### config.mk
export PLATFORM = sky130hd
export DESIGN_NAME = ser_status_irq
export DESIGN_NICKNAME = d
export VERILOG_FILES = /design/src/rtl/ssi_pkg.sv /design/src/rtl/ssi_mode_guard.sv /design/src/rtl/ssi_tx_flags.sv /design/src/rtl/ssi_rx_flags.sv /design/src/rtl/ssi_irq_gate.sv /design/src/rtl/ser_status_irq.sv
export SDC_FILE = /design/constraint.sdc
export NUM_CORES = 1
export LEC_CHECK = 0
export ABC_AREA = 1
export BUFFER_PORTS_ARGS = -buffer_cell sky130_fd_sc_hd__clkbuf_2
export CAP_MARGIN = 15
export CORE_MARGIN = 4
export CORE_UTILIZATION = 44
export CTS_BUF_LIST = sky130_fd_sc_hd__clkbuf_8
export DETAILED_ROUTE_END_ITERATION = 16
export GPL_TIMING_DRIVEN = 1
export PLACE_DENSITY_LB_ADDON = 0.15
export SLEW_MARGIN = 15
export SYNTH_ARGS = -nofsm -noshare
export SYNTH_HDL_FRONTEND = slang
export SYNTH_HIERARCHICAL = 1
export SYNTH_SLANG_ARGS = --single-unit
export TNS_END_PERCENT = 5
### constraint.sdc
create_clock -name clk -period 1.3 [get_ports clk]
set_input_delay 0.13 -clock clk [delete_from_list [all_inputs] [get_ports clk]]
set_output_delay 0.13 -clock clk [all_outputs]
set_load 0.03 [all_outputs]
### src/rtl/ssi_pkg.sv
// Package: shared field positions and mode encoding for the serial
// status and interrupt controller. Assumes 5-bit control and status words.
package ssi_pkg;
    localparam int CTRL_W = 5;
    localparam int STAT_W = 5;
    localparam int N_IRQ  = 4;

    // control word bit positions
    localparam int C_TXIE = 0;
    localparam int C_RXIE = 1;
    localparam int C_TXEN = 2;
    localparam int C_RXEN = 3;
    localparam int C_TEIE = 4;

    // status word bit positions
    localparam int S_TXE  = 0;
    localparam int S_TEND = 1;
    localparam int S_RXF  = 2;
    localparam int S_OVR  = 3;
    localparam int S_ILL  = 4;

    // request vector positions
    localparam int Q_RXF  = 0;
    localparam int Q_TXE  = 1;
    localparam int Q_TEND = 2;
    localparam int Q_OVR  = 3;

    // operating mode, encoded as {receiver on, transmitter on}
    typedef enum logic [1:0] {
        MODE_OFF    = 2'b00,
        MODE_TX     = 2'b01,
        MODE_RX     = 2'b10,
        MODE_DUPLEX = 2'b11
    } mode_e;

    function automatic mode_e mode_of(input logic [CTRL_W-1:0] c);
        return mode_e'({c[C_RXEN], c[C_TXEN]});
    endfunction
endpackage

### src/rtl/ssi_mode_guard.sv
// Module: holds the control word and screens each write for an unsafe
// move into full duplex. Assumes flag inputs are the registered status.
module ssi_mode_guard
    import ssi_pkg::*;
(
    input  logic              clk,
    input  logic              rst_n,
    input  logic              wr,
    input  logic [CTRL_W-1:0] wdata,
    input  logic              txe,
    input  logic              tend,
    input  logic              rxf,
    input  logic              ovr,
    output logic [CTRL_W-1:0] ctrl_q,
    output logic              illegal_q
);
    mode_e cur_mode;
    mode_e new_mode;
    logic  quiet;
    logic  bad;

    // classify the requested mode change
    always_comb begin
        cur_mode = mode_of(ctrl_q);
        new_mode = mode_of(wdata);
        quiet    = txe && tend && !rxf && !ovr;
        bad      = (new_mode == MODE_DUPLEX) && (cur_mode != MODE_DUPLEX) &&
                   ((cur_mode != MODE_OFF) || !quiet);
    end

    // update control word, or record a refused write
    always_ff @(posedge clk) begin
        if (!rst_n) begin
            ctrl_q    <= '0;
            illegal_q <= 1'b0;
        end else if (wr) begin
            if (bad) illegal_q <= 1'b1;
            else     ctrl_q    <= wdata;
        end
    end
endmodule

### src/rtl/ssi_tx_flags.sv
// Module: transmit-empty and transmit-idle flags. Assumes the shifter
// reports each byte take and each final bit once per event.
module ssi_tx_flags (
    input  logic clk,
    input  logic rst_n,
    input  logic tdr_wr,
    input  logic shf_load,
    input  logic shf_done,
    output logic txe,
    output logic tend
);
    // a data write outranks a load in the same cycle
    always_ff @(posedge clk) begin
        if (!rst_n) begin
            txe  <= 1'b1;
            tend <= 1'b1;
        end else if (tdr_wr) begin
            txe  <= 1'b0;
            tend <= 1'b0;
        end else begin
            if (shf_load)        txe  <= 1'b1;
            if (shf_done && txe) tend <= 1'b1;
        end
    end
endmodule

### src/rtl/ssi_rx_flags.sv
// Module: receive-full and overrun flags with the read-then-write
// overrun clearing handshake. Assumes one strobe per received frame.
module ssi_rx_flags (
    input  logic clk,
    input  logic rst_n,
    input  logic rx_en,
    input  logic shf_frame,
    input  logic rdr_rd,
    input  logic stat_rd,
    input  logic stat_wr,
    input  logic stat_wdata_ovr,
    output logic rxf,
    output logic ovr,
    output logic rx_store
);
    logic accept;
    logic room;
    logic ovr_ev;
    logic ovr_clr;
    logic armed;

    // decide between storing and overrunning
    always_comb begin
        accept   = shf_frame && rx_en;
        room     = !rxf || rdr_rd;
        rx_store = accept && room;
        ovr_ev   = accept && !room;
        ovr_clr  = stat_wr && !stat_wdata_ovr && armed;
    end

    // receive-full: a store wins over a read
    always_ff @(posedge clk) begin
        if (!rst_n)        rxf <= 1'b0;
        else if (rx_store) rxf <= 1'b1;
        else if (rdr_rd)   rxf <= 1'b0;
    end

    // arm the clear once overrun has been read as set
    always_ff @(posedge clk) begin
        if (!rst_n)              armed <= 1'b0;
        else if (ovr_clr)        armed <= 1'b0;
        else if (stat_rd && ovr) armed <= 1'b1;
    end

    // overrun: a new overrun wins over a clear
    always_ff @(posedge clk) begin
        if (!rst_n)       ovr <= 1'b0;
        else if (ovr_ev)  ovr <= 1'b1;
        else if (ovr_clr) ovr <= 1'b0;
    end
endmodule

### src/rtl/ssi_irq_gate.sv
// Module: level requests as flag AND enable, one lane per source.
// Assumes flags and enables are registered.
module ssi_irq_gate #(
    parameter int N = 4
) (
    input  logic [N-1:0] flags,
    input  logic [N-1:0] enables,
    output logic [N-1:0] irq
);
    for (genvar i = 0; i < N; i++) begin : g_lane
        // one request lane
        assign irq[i] = flags[i] & enables[i];
    end
endmodule

### src/rtl/ser_status_irq.sv
// Module: top of the serial status and interrupt controller. Wires the
// mode guard, flag blocks and request gate. Assumes single-cycle strobes.
module ser_status_irq
    import ssi_pkg::*;
(
    input  logic              clk,
    input  logic              rst_n,
    input  logic              ctrl_wr,
    input  logic [CTRL_W-1:0] ctrl_wdata,
    input  logic              stat_rd,
    input  logic              stat_wr,
    input  logic              stat_wdata_ovr,
    input  logic              tdr_wr,
    input  logic              rdr_rd,
    input  logic              shf_load,
    input  logic              shf_done,
    input  logic              shf_frame,
    output logic [CTRL_W-1:0] ctrl_o,
    output logic [STAT_W-1:0] stat_o,
    output logic              tx_req,
    output logic              rx_store,
    output logic              irq_rx_full,
    output logic              irq_tx_empty,
    output logic              irq_tx_end,
    output logic              irq_rx_err
);
    logic              txe, tend, rxf, ovr, illegal;
    logic [CTRL_W-1:0] ctrl;
    logic [N_IRQ-1:0]  flag_v, en_v, irq_v;

    ssi_mode_guard u_guard (
        .clk(clk), .rst_n(rst_n), .wr(ctrl_wr), .wdata(ctrl_wdata),
        .txe(txe), .tend(tend), .rxf(rxf), .ovr(ovr),
        .ctrl_q(ctrl), .illegal_q(illegal)
    );

    ssi_tx_flags u_tx (
        .clk(clk), .rst_n(rst_n), .tdr_wr(tdr_wr), .shf_load(shf_load),
        .shf_done(shf_done), .txe(txe), .tend(tend)
    );

    ssi_rx_flags u_rx (
        .clk(clk), .rst_n(rst_n), .rx_en(ctrl[C_RXEN]), .shf_frame(shf_frame),
        .rdr_rd(rdr_rd), .stat_rd(stat_rd), .stat_wr(stat_wr),
        .stat_wdata_ovr(stat_wdata_ovr), .rxf(rxf), .ovr(ovr),
        .rx_store(rx_store)
    );

    // map flags and enables onto request lanes
    always_comb begin
        flag_v         = '0;
        en_v           = '0;
        flag_v[Q_RXF]  = rxf;
        flag_v[Q_TXE]  = txe;
        flag_v[Q_TEND] = tend;
        flag_v[Q_OVR]  = ovr;
        en_v[Q_RXF]    = ctrl[C_RXIE];
        en_v[Q_TXE]    = ctrl[C_TXIE];
        en_v[Q_TEND]   = ctrl[C_TEIE];
        en_v[Q_OVR]    = ctrl[C_RXIE];
    end

    ssi_irq_gate #(.N(N_IRQ)) u_gate (
        .flags(flag_v), .enables(en_v), .irq(irq_v)
    );

    // drive the outputs
    always_comb begin
        ctrl_o         = ctrl;
        stat_o         = '0;
        stat_o[S_TXE]  = txe;
        stat_o[S_TEND] = tend;
        stat_o[S_RXF]  = rxf;
        stat_o[S_OVR]  = ovr;
        stat_o[S_ILL]  = illegal;
        tx_req         = ctrl[C_TXEN] && !txe;
        irq_rx_full    = irq_v[Q_RXF];
        irq_tx_empty   = irq_v[Q_TXE];
        irq_tx_end     = irq_v[Q_TEND];
        irq_rx_err     = irq_v[Q_OVR];
    end
endmodule

==> results of run 1 <==
[Yosys cell counts, drive strengths merged]
cell    number  share of area (%)
a21oi        7                6.7
nand2       19                 14
buf          6                7.8
nand3        9                8.7
inv         18                 12
o21ai        2                1.7
a21boi       1                1.3
dfxtp       11                 38
nor2        13                 10
[worst reg2reg max path, delay by kind of cell, from the launching register on]
family | cells | cell delay [ns]
flip-flops | 1 | 0.41
buffers and inverters | 1 | 0.06
AND/OR/NAND/NOR | 6 | 0.46
[state kept, by name (all words and copies together), names as in the netlist]
name and count:
u_guard/ctrl_q 5, u_guard/illegal_q 1, u_rx/armed 1, u_rx/ovr 1, u_rx/rxf 1, u_tx/tend 1
u_tx/txe 1
[where the power goes]
part / internal (uW) / switching [uW]
Sequential: 359 / 22.1
Combinational: 63.3 / 123
Clock: 208 / 130
Total: 630 / 276
[final timing paths]
check	to	cells after the start
worst max-delay path	tx_req	3
worst min register to register	u_guard/illegal_q$_SDFFE_PN0P_	2
worst min-delay path	u_tx/txe$_SDFFE_PN1P_	3
worst max register to register	u_guard/ctrl_q[2]$_SDFFE_PN0P_	7
[stage by stage]
stage / hold slack [ns] / power [uW] / utilization [%] / cell area, um2 / worst slack (ns)
6_report: 0.0928 / 905 / 64.1 / 751 / 0.156
5_1_grt: 0.114 / 956 / 64.1 / 751 / 0.0856
4_1_cts: 0.0922 / 915 / 64.0 / 749 / 0.0647
3_5_place_dp: 0.339 / 573 / 60.1 / 704 / 0.276
3_3_place_gp: 0.331 / 570 / 60.1 / 704 / 0.303
2_1_floorplan: 0.199 / 519 / - / 577 / 0.0693
[cell families (layout without fill, tap and decap cells)]
family	after synthesis	in the layout	share of synthesized area, %
simple gates	41	41	32.5
buf+inv	24	53	19.5
flops	11	11	38.2
compound gates	10	10	9.76
[routing by layer]
metal  GRT usage, %  vias up  share of wire [%]
li1               -      313                  -
met1           19.7      251                 43
met2           21.2       19                 47
met3           4.47        4                8.7
met4           5.42        0                1.0
met5              0        -                  0
[area by class of cell]
type,instances,area [um2]
clock buffers,3,41.3
fillers,115,420
inverters,18,67.6
clock inverters,1,3.75
multi-input cells,51,244
well taps,14,17.5
flip-flops and latches,11,221
repair buffers,31,155
==> summary.md, run 1 <==
| Metric | Value |
|---|---|
| Post-CTS Setup Repair Bufs | `0` |
| Placer Congestion | `0.656` |
| Rows | `12` |
| Ys Warns | `6` |
| Die area | `1950 um2` |
| Hold buffer count at cts | `0` |
| Dpl cells | `125` |
| Worst Tran Pin Value | `0.239 ns` |
| CP max stage cell | `dfxtp_1` |
| Synth cell types | `15` |
| Port bufs | `31` |
| Slew Limit Fails | `0` |
| Total negative slack | `0 ns` |
| Starting DRT DRC Count | `14` |
| Sink Count | `11` |
| Root buf cell | `clkbuf_8` |
| Clock Skew | `0.000743 ns` |
| Outcome | `finished, final reports clean` |
| First-pass GRT wire length | `2140 um` |
| Pwr dens | `1210 nW/um2` |
| Top delay family on crit path | `flip-flops` |
| CTS H-tree depth | `1` |
| Finished Layout Cells | `129` |
| HP Start | `shf_load` |
| Final period utilization | `88.0%` |
| Final HPWL DP | `961 um` |
| Die W | `44.2 um` |
| Layout Area Growth over Synthesis | `30.2%` |
| Post-DR wirelength/cell | `10.0 um` |
| Clk buf depth | `2` |
| Antenna cells | `0` |
| Yosys reg bits | `11` |
| Core Area | `1170 um2` |
| FMAX | `0.874 GHz` |
| Peak supply drop | `578 uV` |
| Total gr overflow | `0` |
| Post-synthesis sequential area ratio | `38.2%` |
| Lkg Pwr | `0.000463 uW` |
| Crit path buffers/inverters | `2` |
| RSZ-0062 raised after global routing | `false` |
| Clk slew on worst S/H paths | `0.05 ns` |
| GRT Resource Usage Total | `14.5%` |
| Min-delay worst type | `input port to flop` |
| CP max stage delay | `0.42 ns` |
| Final Hold Vio Count | `0` |
| Max FO, Critical Path | `5` |
| Critical path data required time | `1.17 ns` |
| Worst skew pair latency | `0.23 ns` |
| Final setup violation count | `0` |
| Post-Route WL | `1290 um` |
| Number of I/O pins | `32` |
| Worst Setup End Kind | `output port` |
| R2R Setup Slk | `0.25 ns` |
| Critical path class | `flop to output port` |
| Detail Route Antenna Nets | `0` |
| CTS tree | `done` |
| Worst slew margin | `84.1%` |
| Most frequent cells in the layout | `clkbuf_2, inv_1, nand2_1` |
| Largest net degree at the start of global routing | `13` |
| Via density | `4.55` |
| Cts repair resizes | `0` |
| DRC Markers | `0` |
| Mapped Cells | `86` |
| Drt pass-1 iters | `4` |
| Initial Util | `49.3%` |
| Initial antenna violation count | `0` |
| Share of cells above drive strength 1 | `34.8%` |
| Total number of vias | `587` |
| CP startpoint | `u_guard/ctrl_q[2]$_SDFFE_PN0P_` |
| Most common cell after layout, fill and taps aside | `clkbuf_2` |
| Synth Area per Inst | `6.71 um2` |
| Syn Std Cell Area | `577 um2` |
| Critical Path Start Type | `flop` |
| Max Cap Violations | `0` |
| Crit-path cells | `inv_1 -> nor2_2 -> clkbuf_2` |
| Critical Path AT | `1.01 ns` |
| Min cycle time layout | `1.14 ns` |
| Layout Nets | `132` |
| CTS Buf Count | `3` |
| FF-to-FF Start | `u_tx/txe$_SDFFE_PN1P_` |
| Die height | `44.2 um` |
| Syn_nets | `102` |
| Number of global-route vias before repair | `502` |
Note: power is estimated with default switching activity, not from simulation.
==> run 2, diff against run 1 <==
--- a/config.mk
+++ b/config.mk
@@ -6,14 +6,15 @@
 export NUM_CORES = 1
 export LEC_CHECK = 0
 export ABC_AREA = 1
-export BUFFER_PORTS_ARGS = -buffer_cell sky130_fd_sc_hd__clkbuf_2
 export CAP_MARGIN = 15
-export CORE_MARGIN = 4
-export CORE_UTILIZATION = 44
+export CORE_AREA = 4 4 41 43
 export CTS_BUF_LIST = sky130_fd_sc_hd__clkbuf_8
 export DETAILED_ROUTE_END_ITERATION = 16
+export DIE_AREA = 0 0 45 47
+export DONT_BUFFER_PORTS = 1
 export GPL_TIMING_DRIVEN = 1
 export PLACE_DENSITY_LB_ADDON = 0.15
+export RECOVER_POWER = 25
 export SLEW_MARGIN = 15
 export SYNTH_ARGS = -nofsm -noshare
 export SYNTH_HDL_FRONTEND = slang
==> summary.md, run 2 (synthesis results as in run 1) <==
| Metric | Value |
|---|---|
| CTS tree | `done` |
| CP max stage cell | `dfxtp_1` |
| GRT Resource Usage Total | `12.7% (-1.8 points)` |
| CP max stage delay | `0.32 ns (-0.10 ns)` |
| Most frequent cells in the layout | `inv_1, nand2_1, nor2_1, dfxtp_1, buf_4` |
| Peak supply drop | `661 uV (+14%)` |
| Port bufs | `0 (-100%)` |
| Total gr overflow | `0 (unchanged)` |
| DRC Markers | `0 (unchanged)` |
| First-pass GRT wire length | `1950 um (-9.1%)` |
| Layout Area Growth over Synthesis | `19.5%` |
| CTS Buf Count | `3 (unchanged)` |
| Slew Limit Fails | `0 (unchanged)` |
| Total negative slack | `0 ns (unchanged)` |
| Layout Nets | `113 (-14%)` |
| Die area | `2120 um2 (+8.2%)` |
| Top delay family on crit path | `buffers and inverters` |
| Antenna cells | `0 (unchanged)` |
| Worst skew pair latency | `0.23 ns (about the same)` |
| Rows | `13 (+1)` |
| Via density | `4.65 (+2.2%)` |
| Critical path data required time | `1.17 ns (about the same)` |
| Post-CTS Setup Repair Bufs | `0 (unchanged)` |
| RSZ-0062 raised after global routing | `false` |
| Pwr dens | `1260 nW/um2 (+4.8%)` |
| Clk buf depth | `2 (unchanged)` |
| Placer Congestion | `0.735 (+12%)` |
| Clk slew on worst S/H paths | `0.05 ns (about the same)` |
| FF+latch area | `220 um2 (-0.56%)` |
| Drt pass-1 iters | `4 (unchanged)` |
| FMAX | `0.823 GHz (-5.8%)` |
| Finished Layout Cells | `111 (-14%)` |
| Root buf cell | `clkbuf_8` |
| Worst Setup End Kind | `output port` |
| Sink Count | `11 (unchanged)` |
| Min cycle time layout | `1.21 ns (+0.0709 ns)` |
| Worst slew margin | `75.9% (-8.2 points)` |
| Dpl cells | `106 (-15%)` |
| Final core occ | `53.0% (-11 points)` |
| Max FFs per register | `5 (unchanged)` |
| Min-delay worst type | `input port to flop` |
| Starting DRT DRC Count | `20 (+6)` |
| Lkg Pwr | `0.000386 uW (-17%)` |
| Crit-path cells | `buf_4 -> inv_1 -> nor2_4 -> nor2_1 -> buf_4` |
| Multi-input logic area | `249 um2 (+2.1%)` |
| Most frequent CP cell | `buf_4` |
| Total number of vias | `516 (-12%)` |
| Core Area | `1300 um2 (+11%)` |
| Worst Tran Pin Value | `0.363 ns (+0.124 ns)` |
| CTS H-tree depth | `1 (unchanged)` |
| Largest net degree at the start of global routing | `12 (-1)` |
| Crit path buffers/inverters | `3 (+1)` |
| Number of global-route vias before repair | `465 (-7.4%)` |
| Number of I/O pins | `32 (unchanged)` |
| Final Cell Area | `689 um2 (-8.2%)` |
| Outcome | `finished, final reports clean` |
| Max Cap Violations | `0 (unchanged)` |
| Critical Path Start Type | `flop` |
| Detail Route Antenna Nets | `0 (unchanged)` |
| Final setup violation count | `0 (unchanged)` |
| Die W | `45 um (+1.8%)` |
| Die height | `47 um (+6.3%)` |
| Critical Path AT | `1.08 ns (+0.07 ns)` |
| Post-DR wirelength/cell | `10.7 um (+6.9%)` |
| Initial antenna violation count | `0 (unchanged)` |
| Fill cells | `148 (+29%)` |
| Initial Util | `44.3% (-4.9 points)` |
| Final Hold Vio Count | `0 (unchanged)` |
| Share of cells above drive strength 1 | `18.8% (-16 points)` |
| Most common cell after layout, fill and taps aside | `inv_1` |
| Placed Area | `633 um2 (-10%)` |
| Largest register by flop count | `u_guard/ctrl_q` |
| Critical path class | `flop to output port` |
| Final period utilization | `93.5% (+5.5 points)` |
| Final HPWL DP | `926 um (-3.7%)` |
| Clock Skew | `0.00464 ns (+0.00390 ns)` |
| Post-Route WL | `1190 um (-8.0%)` |
| Max FO, Critical Path | `3 (-2)` |
[run 2: what timing repair did]
item,4_1_cts,5_1_grt
setup endpoints to repair,0,1
resized for setup,0,1
hold buffers,1,0
endpoints found under the hold margin,2,0
[run 2: layout make-up]
cell class | instances | area share (%)
Multi-Input combinational cell | 51 | 36.1
Timing Repair Buffer | 12 | 12.9
Clock buffer | 3 | 5.99
Sequential cell | 11 | 31.9
Clock inverter | 1 | 0.544
Inverter | 18 | 9.80
Tap cell | 15 | 2.72
[run 2: worst paths after layout]
check,slack (ns),from,endpoint,depth (start not counted)
worst max-delay path,0.09,u_rx/rxf$_SDFFE_PN0P_,rx_store,5
worst min-delay path,0.01,rst_n,u_rx/rxf$_SDFFE_PN0P_,2
worst max register to register,0.23,u_tx/txe$_SDFFE_PN1P_,u_guard/ctrl_q[1]$_SDFFE_PN0P_,7
worst min register to register,0.46,u_guard/illegal_q$_SDFFE_PN0P_,u_guard/illegal_q$_SDFFE_PN0P_,2
[run 2: report_power, final]
part           leakage (uW)  switching, uW  total [uW]  internal, uW
clock network     0.0000269            118         325           206
registers         0.0000907           17.9         376           359
logic              0.000269            112         170          58.1
total              0.000386            248         871           623
[run 2: worst register-to-register path, stage by stage, from the launching register on]
cell,delay (ns)
dfxtp_1,0.43
nand2_1,0.08
inv_1,0.07
nand3_2,0.09
nand2_4,0.12
nand3_1,0.08
nand2_1,0.06
nor2_1,0.03
[run 2: layer usage]
metal	track usage, %	vias up	share of wire [%]
met3	5.36	2	11
met2	19.8	22	46
li1	-	273	-
met4	7.02	0	0.67
met1	14.7	219	43
met5	0	-	0
[run 2: stage by stage]
stage / hold slack, ns / total power (uW) / worst slack, ns
floorplan: 0.199 / 519 / 0.0693
CTS: 0.00553 / 880 / 0.0261
global placement: 0.201 / 550 / 0.274
finish: 0.0146 / 871 / 0.0851
detailed placement: 0.203 / 551 / 0.269
global route: 0.00614 / 911 / 0.0244
==> run 3, diff against run 2 <==
--- a/config.mk
+++ b/config.mk
@@ -5,7 +5,6 @@
 export SDC_FILE = /design/constraint.sdc
 export NUM_CORES = 1
 export LEC_CHECK = 0
-export ABC_AREA = 1
 export CAP_MARGIN = 15
 export CORE_AREA = 4 4 41 43
 export CTS_BUF_LIST = sky130_fd_sc_hd__clkbuf_8
@@ -15,7 +14,7 @@
 export GPL_TIMING_DRIVEN = 1
 export PLACE_DENSITY_LB_ADDON = 0.15
 export RECOVER_POWER = 25
-export SLEW_MARGIN = 15
+export SLEW_MARGIN = 10
 export SYNTH_ARGS = -nofsm -noshare
 export SYNTH_HDL_FRONTEND = slang
 export SYNTH_HIERARCHICAL = 1
==> summary.md, run 3 <==
| Metric | Value |
|---|---|
| Outcome | `finished, final reports clean` |
| Initial antenna violation count | `0 (unchanged)` |
| Critical Path AT | `1.09 ns (about the same)` |
| Largest family of logic cells by synthesized area | `simple AND/OR/NAND/NOR gates` |
| Layout Nets | `88 (-22%)` |
| Die height | `47 um (unchanged)` |
| Total power | `851 uW (-2.4%)` |
| Lkg Pwr | `0.000299 uW (-23%)` |
| Top delay family on crit path | `flip-flops` |
| Clk buf depth | `2 (unchanged)` |
| Final HPWL DP | `901 um (-2.7%)` |
| Top cells by count, synth | `dfxtp_1, nand2_1, buf_4` |
| Post-Route WL | `1140 um (-4.5%)` |
| Critical Path Start Type | `flop` |
| Simple-gate share of the synthesized area | `29.9% (-2.7 points)` |
| Max Cap Violations | `0 (unchanged)` |
| RSZ-0062 raised after global routing | `false` |
| Dominant cell type by area after synthesis | `dfxtp_1` |
| Placer Congestion | `0.722 (-1.8%)` |
| Dpl cells | `80 (-25%)` |
| Share of cells above drive strength 1 | `32.4% (+14 points)` |
| Crit path buffers/inverters | `2 (-1)` |
| Number of global-route vias before repair | `424 (-8.8%)` |
| Syn Std Cell Area | `566 um2 (-2.0%)` |
| Detail Route Antenna Nets | `0 (unchanged)` |
| Total negative slack | `0 ns (unchanged)` |
| CP max stage delay | `0.34 ns (+0.02 ns)` |
| Core Area | `1300 um2 (unchanged)` |
| Die area | `2120 um2 (unchanged)` |
| Reg2Reg Depth | `4 (-3)` |
| Max FFs per register | `5 (unchanged)` |
| Largest register by flop count | `u_guard/ctrl_q` |
| CTS H-tree depth | `1 (unchanged)` |
| CTS Buf Count | `3 (unchanged)` |
| Root buf cell | `clkbuf_8` |
| FMAX | `0.818 GHz (-0.61%)` |
| Total number of vias | `423 (-18%)` |
| Post-synthesis adder-cell area fraction | `0% (unchanged)` |
| Mapped Cells | `61 (-29%)` |
| Post-CTS Setup Repair Bufs | `0 (unchanged)` |
| Final period utilization | `94.0% (+0.57 points)` |
| Most frequent cells in the layout | `nand2_1, dfxtp_1, buf_4` |
| Peak supply drop | `481 uV (-27%)` |
| Rows | `13 (unchanged)` |
| GRT Resource Usage Total | `12.5% (-0.23 points)` |
| R2R Setup Slk | `0.13 ns (-0.10 ns)` |
| Min-delay worst type | `input port to flop` |
| CTS tree | `done` |
| Worst Setup End Kind | `output port` |
| Initial Util | `43.5% (-0.87 points)` |
| Sink Count | `11 (unchanged)` |
| Layout Area Growth over Synthesis | `21.9%` |
| Starting DRT DRC Count | `1 (-95%)` |
| Die W | `45 um (unchanged)` |
| Top_reg_cell synth | `dfxtp_1` |
| Crit-path cells | `buf_6 -> nor2b_4 -> nor2_1 -> buf_4` |
| Post-Synth XOR/XNOR Area | `0% (unchanged)` |
| Synth Area in Compound Gates | `15.5% (+5.7 points)` |
| Placed Area | `618 um2 (-2.4%)` |
| Final setup violation count | `0 (unchanged)` |
| Largest net degree at the start of global routing | `16 (+4)` |
| Post-synthesis sequential area ratio | `38.9% (+0.76 points)` |
| Final Cell Area | `689 um2 (unchanged)` |
| Synth top area share | `38.9% (+0.76 points)` |
| Area contributors post-synth | `dfxtp_1, nand2_1, mux2i_1, buf_4, nor2b_4` |
| Min cycle time layout | `1.22 ns (+0.00741 ns)` |
| Antenna cells | `0 (unchanged)` |
| Number of I/O pins | `32 (unchanged)` |
| Final Hold Vio Count | `0 (unchanged)` |
| Yosys reg bits | `11 (unchanged)` |
| Slew Limit Fails | `0 (unchanged)` |
| Post-DR wirelength/cell | `13.2 um (+23%)` |
| Most common cell after layout, fill and taps aside | `nand2_1` |
| Synth Area per Inst | `9.27 um2 (+38%)` |
| Drt pass-1 iters | `3 (-1)` |
| Total gr overflow | `0 (unchanged)` |
| Via density | `4.92 (+5.8%)` |
| Worst hold path endpoint | `u_rx/rxf$_SDFFE_PN0P_` |
| FF-to-FF Start | `u_guard/ctrl_q[3]$_SDFFE_PN0P_` |
| EDFF count, synth | `0 (unchanged)` |
| Clk slew on worst S/H paths | `0.05 ns (about the same)` |
| HP Start | `rst_n` |
| Clock Skew | `0.000543 ns (-0.00410 ns)` |
| Port bufs | `0 (unchanged)` |
| Critical path class | `flop to output port` |
| Hold path depth | `1 (-1)` |
| Syn_nets | `77 (-25%)` |
| Worst R2R End | `u_guard/ctrl_q[3]$_SDFFE_PN0P_` |
| DRC Markers | `0 (unchanged)` |
| Worst Tran Pin Value | `0.394 ns (+0.0311 ns)` |
| Mux contribution to synthesized area | `7.08% (+7.1 points)` |
| Synth cell types | `23 (+8)` |
| Max FO, Critical Path | `3 (unchanged)` |
| Worst skew pair latency | `0.23 ns (about the same)` |
| CP max stage cell | `dfxtp_1` |
| Pwr dens | `1230 nW/um2 (-2.4%)` |
| Asr flop ratio synth | `0% (unchanged)` |
| Worst slew margin | `73.7% (-2.2 points)` |
| Ys Warns | `6 (unchanged)` |
| Finished Layout Cells | `86 (-23%)` |
| First-pass GRT wire length | `1830 um (-6.0%)` |
| Critical path data required time | `1.17 ns (about the same)` |
-- run 3: cell types whose count changed after synthesis, sizes merged --
cell	previous run	this run
o221a	0	1
nor2b	0	4
o21ai	2	4
mux2i	0	4
nor2	13	4
nand4	0	1
a21oi	7	4
nand3	9	1
and2	0	4
a31oi	0	1
nand3b	0	2
inv	18	2
nand2	19	11
-- run 3: per-layer routing --
| metal | part of all wire [%] | GRT usage, % | vias up |
|---|---|---|---|
| met4 | 2.3 | 7.02 | 0 |
| met3 | 11 | 6.51 | 4 |
| met1 | 42 | 14.9 | 178 |
| li1 | - | - | 220 |
| met5 | 0 | 0 | - |
| met2 | 44 | 17.8 | 21 |
-- run 3: worst reg2reg max path, cell delays in order (launching register included) --
cell	delay, ns
dfxtp_2	0.34
nor2_1	0.13
nand4_2	0.16
a21oi_4	0.27
o221a_1	0.22
-- run 3: worst max-delay path by stage --
stage | startpoint | endpoint | slack (ns) | depth (start not counted)
2_1_floorplan | u_guard/ctrl_q[3]$_SDFFE_PN0P_ | rx_store | 0.03 | 2
3_5_place_dp | u_guard/ctrl_q[3]$_SDFFE_PN0P_ | u_guard/ctrl_q[1]$_SDFFE_PN0P_ | 0.12 | 4
5_1_grt | u_guard/ctrl_q[3]$_SDFFE_PN0P_ | u_guard/ctrl_q[0]$_SDFFE_PN0P_ | 0.002 | 4
4_1_cts | u_guard/ctrl_q[3]$_SDFFE_PN0P_ | rx_store | 0.02 | 4
6_report | u_rx/rxf$_SDFFE_PN0P_ | rx_store | 0.08 | 4
3_3_place_gp | u_guard/ctrl_q[3]$_SDFFE_PN0P_ | u_guard/ctrl_q[1]$_SDFFE_PN0P_ | 0.13 | 4
-- run 3: through the flow --
stage / hold slack, ns / util (%) / setup WS (ns)
3_3_place_gp: 0.226 / 47.5 / 0.129
3_5_place_dp: 0.219 / 47.5 / 0.124
2_1_floorplan: 0.210 / - / 0.0323
4_1_cts: 0.0202 / 52.8 / 0.0160
5_1_grt: 0.0198 / 53.0 / 0.00190
6_report: 0.0283 / 53.0 / 0.0777
-- run 3: timing repair --
action | in CTS | in global routing
hold buffers | 2 | 0
hold endpoints to repair | 2 | 0
gates resized for setup | 1 | 3
endpoints found under the setup margin | 1 | 3
gates cloned | 0 | 0
-- run 3: layout make-up --
cell class	count	area, um2
Inverter	2	7.51
Tap cell	15	18.8
Timing Repair Buffer	12	98.8
Fill cell	132	612
Multi-Input combinational cell	42	298
Clock buffer	3	41.3
Clock inverter	1	3.75
Sequential cell	11	221
-- run 3: where the power goes --
group / switching, uW / total, uW / internal [uW]
Sequential: 15.8 / 373 / 357
Combinational: 91.8 / 150 / 58.4
Clock: 121 / 327 / 207
-- run 3: logic make-up (layout without fill, tap and decap cells) --
kind of cell,count (synthesis),after routing
AND/OR/NAND/NOR,27,27
multiplexers,4,4
AO/OA/AOI/OAI,11,11
buffers and inverters,8,18
flip-flops,11,11
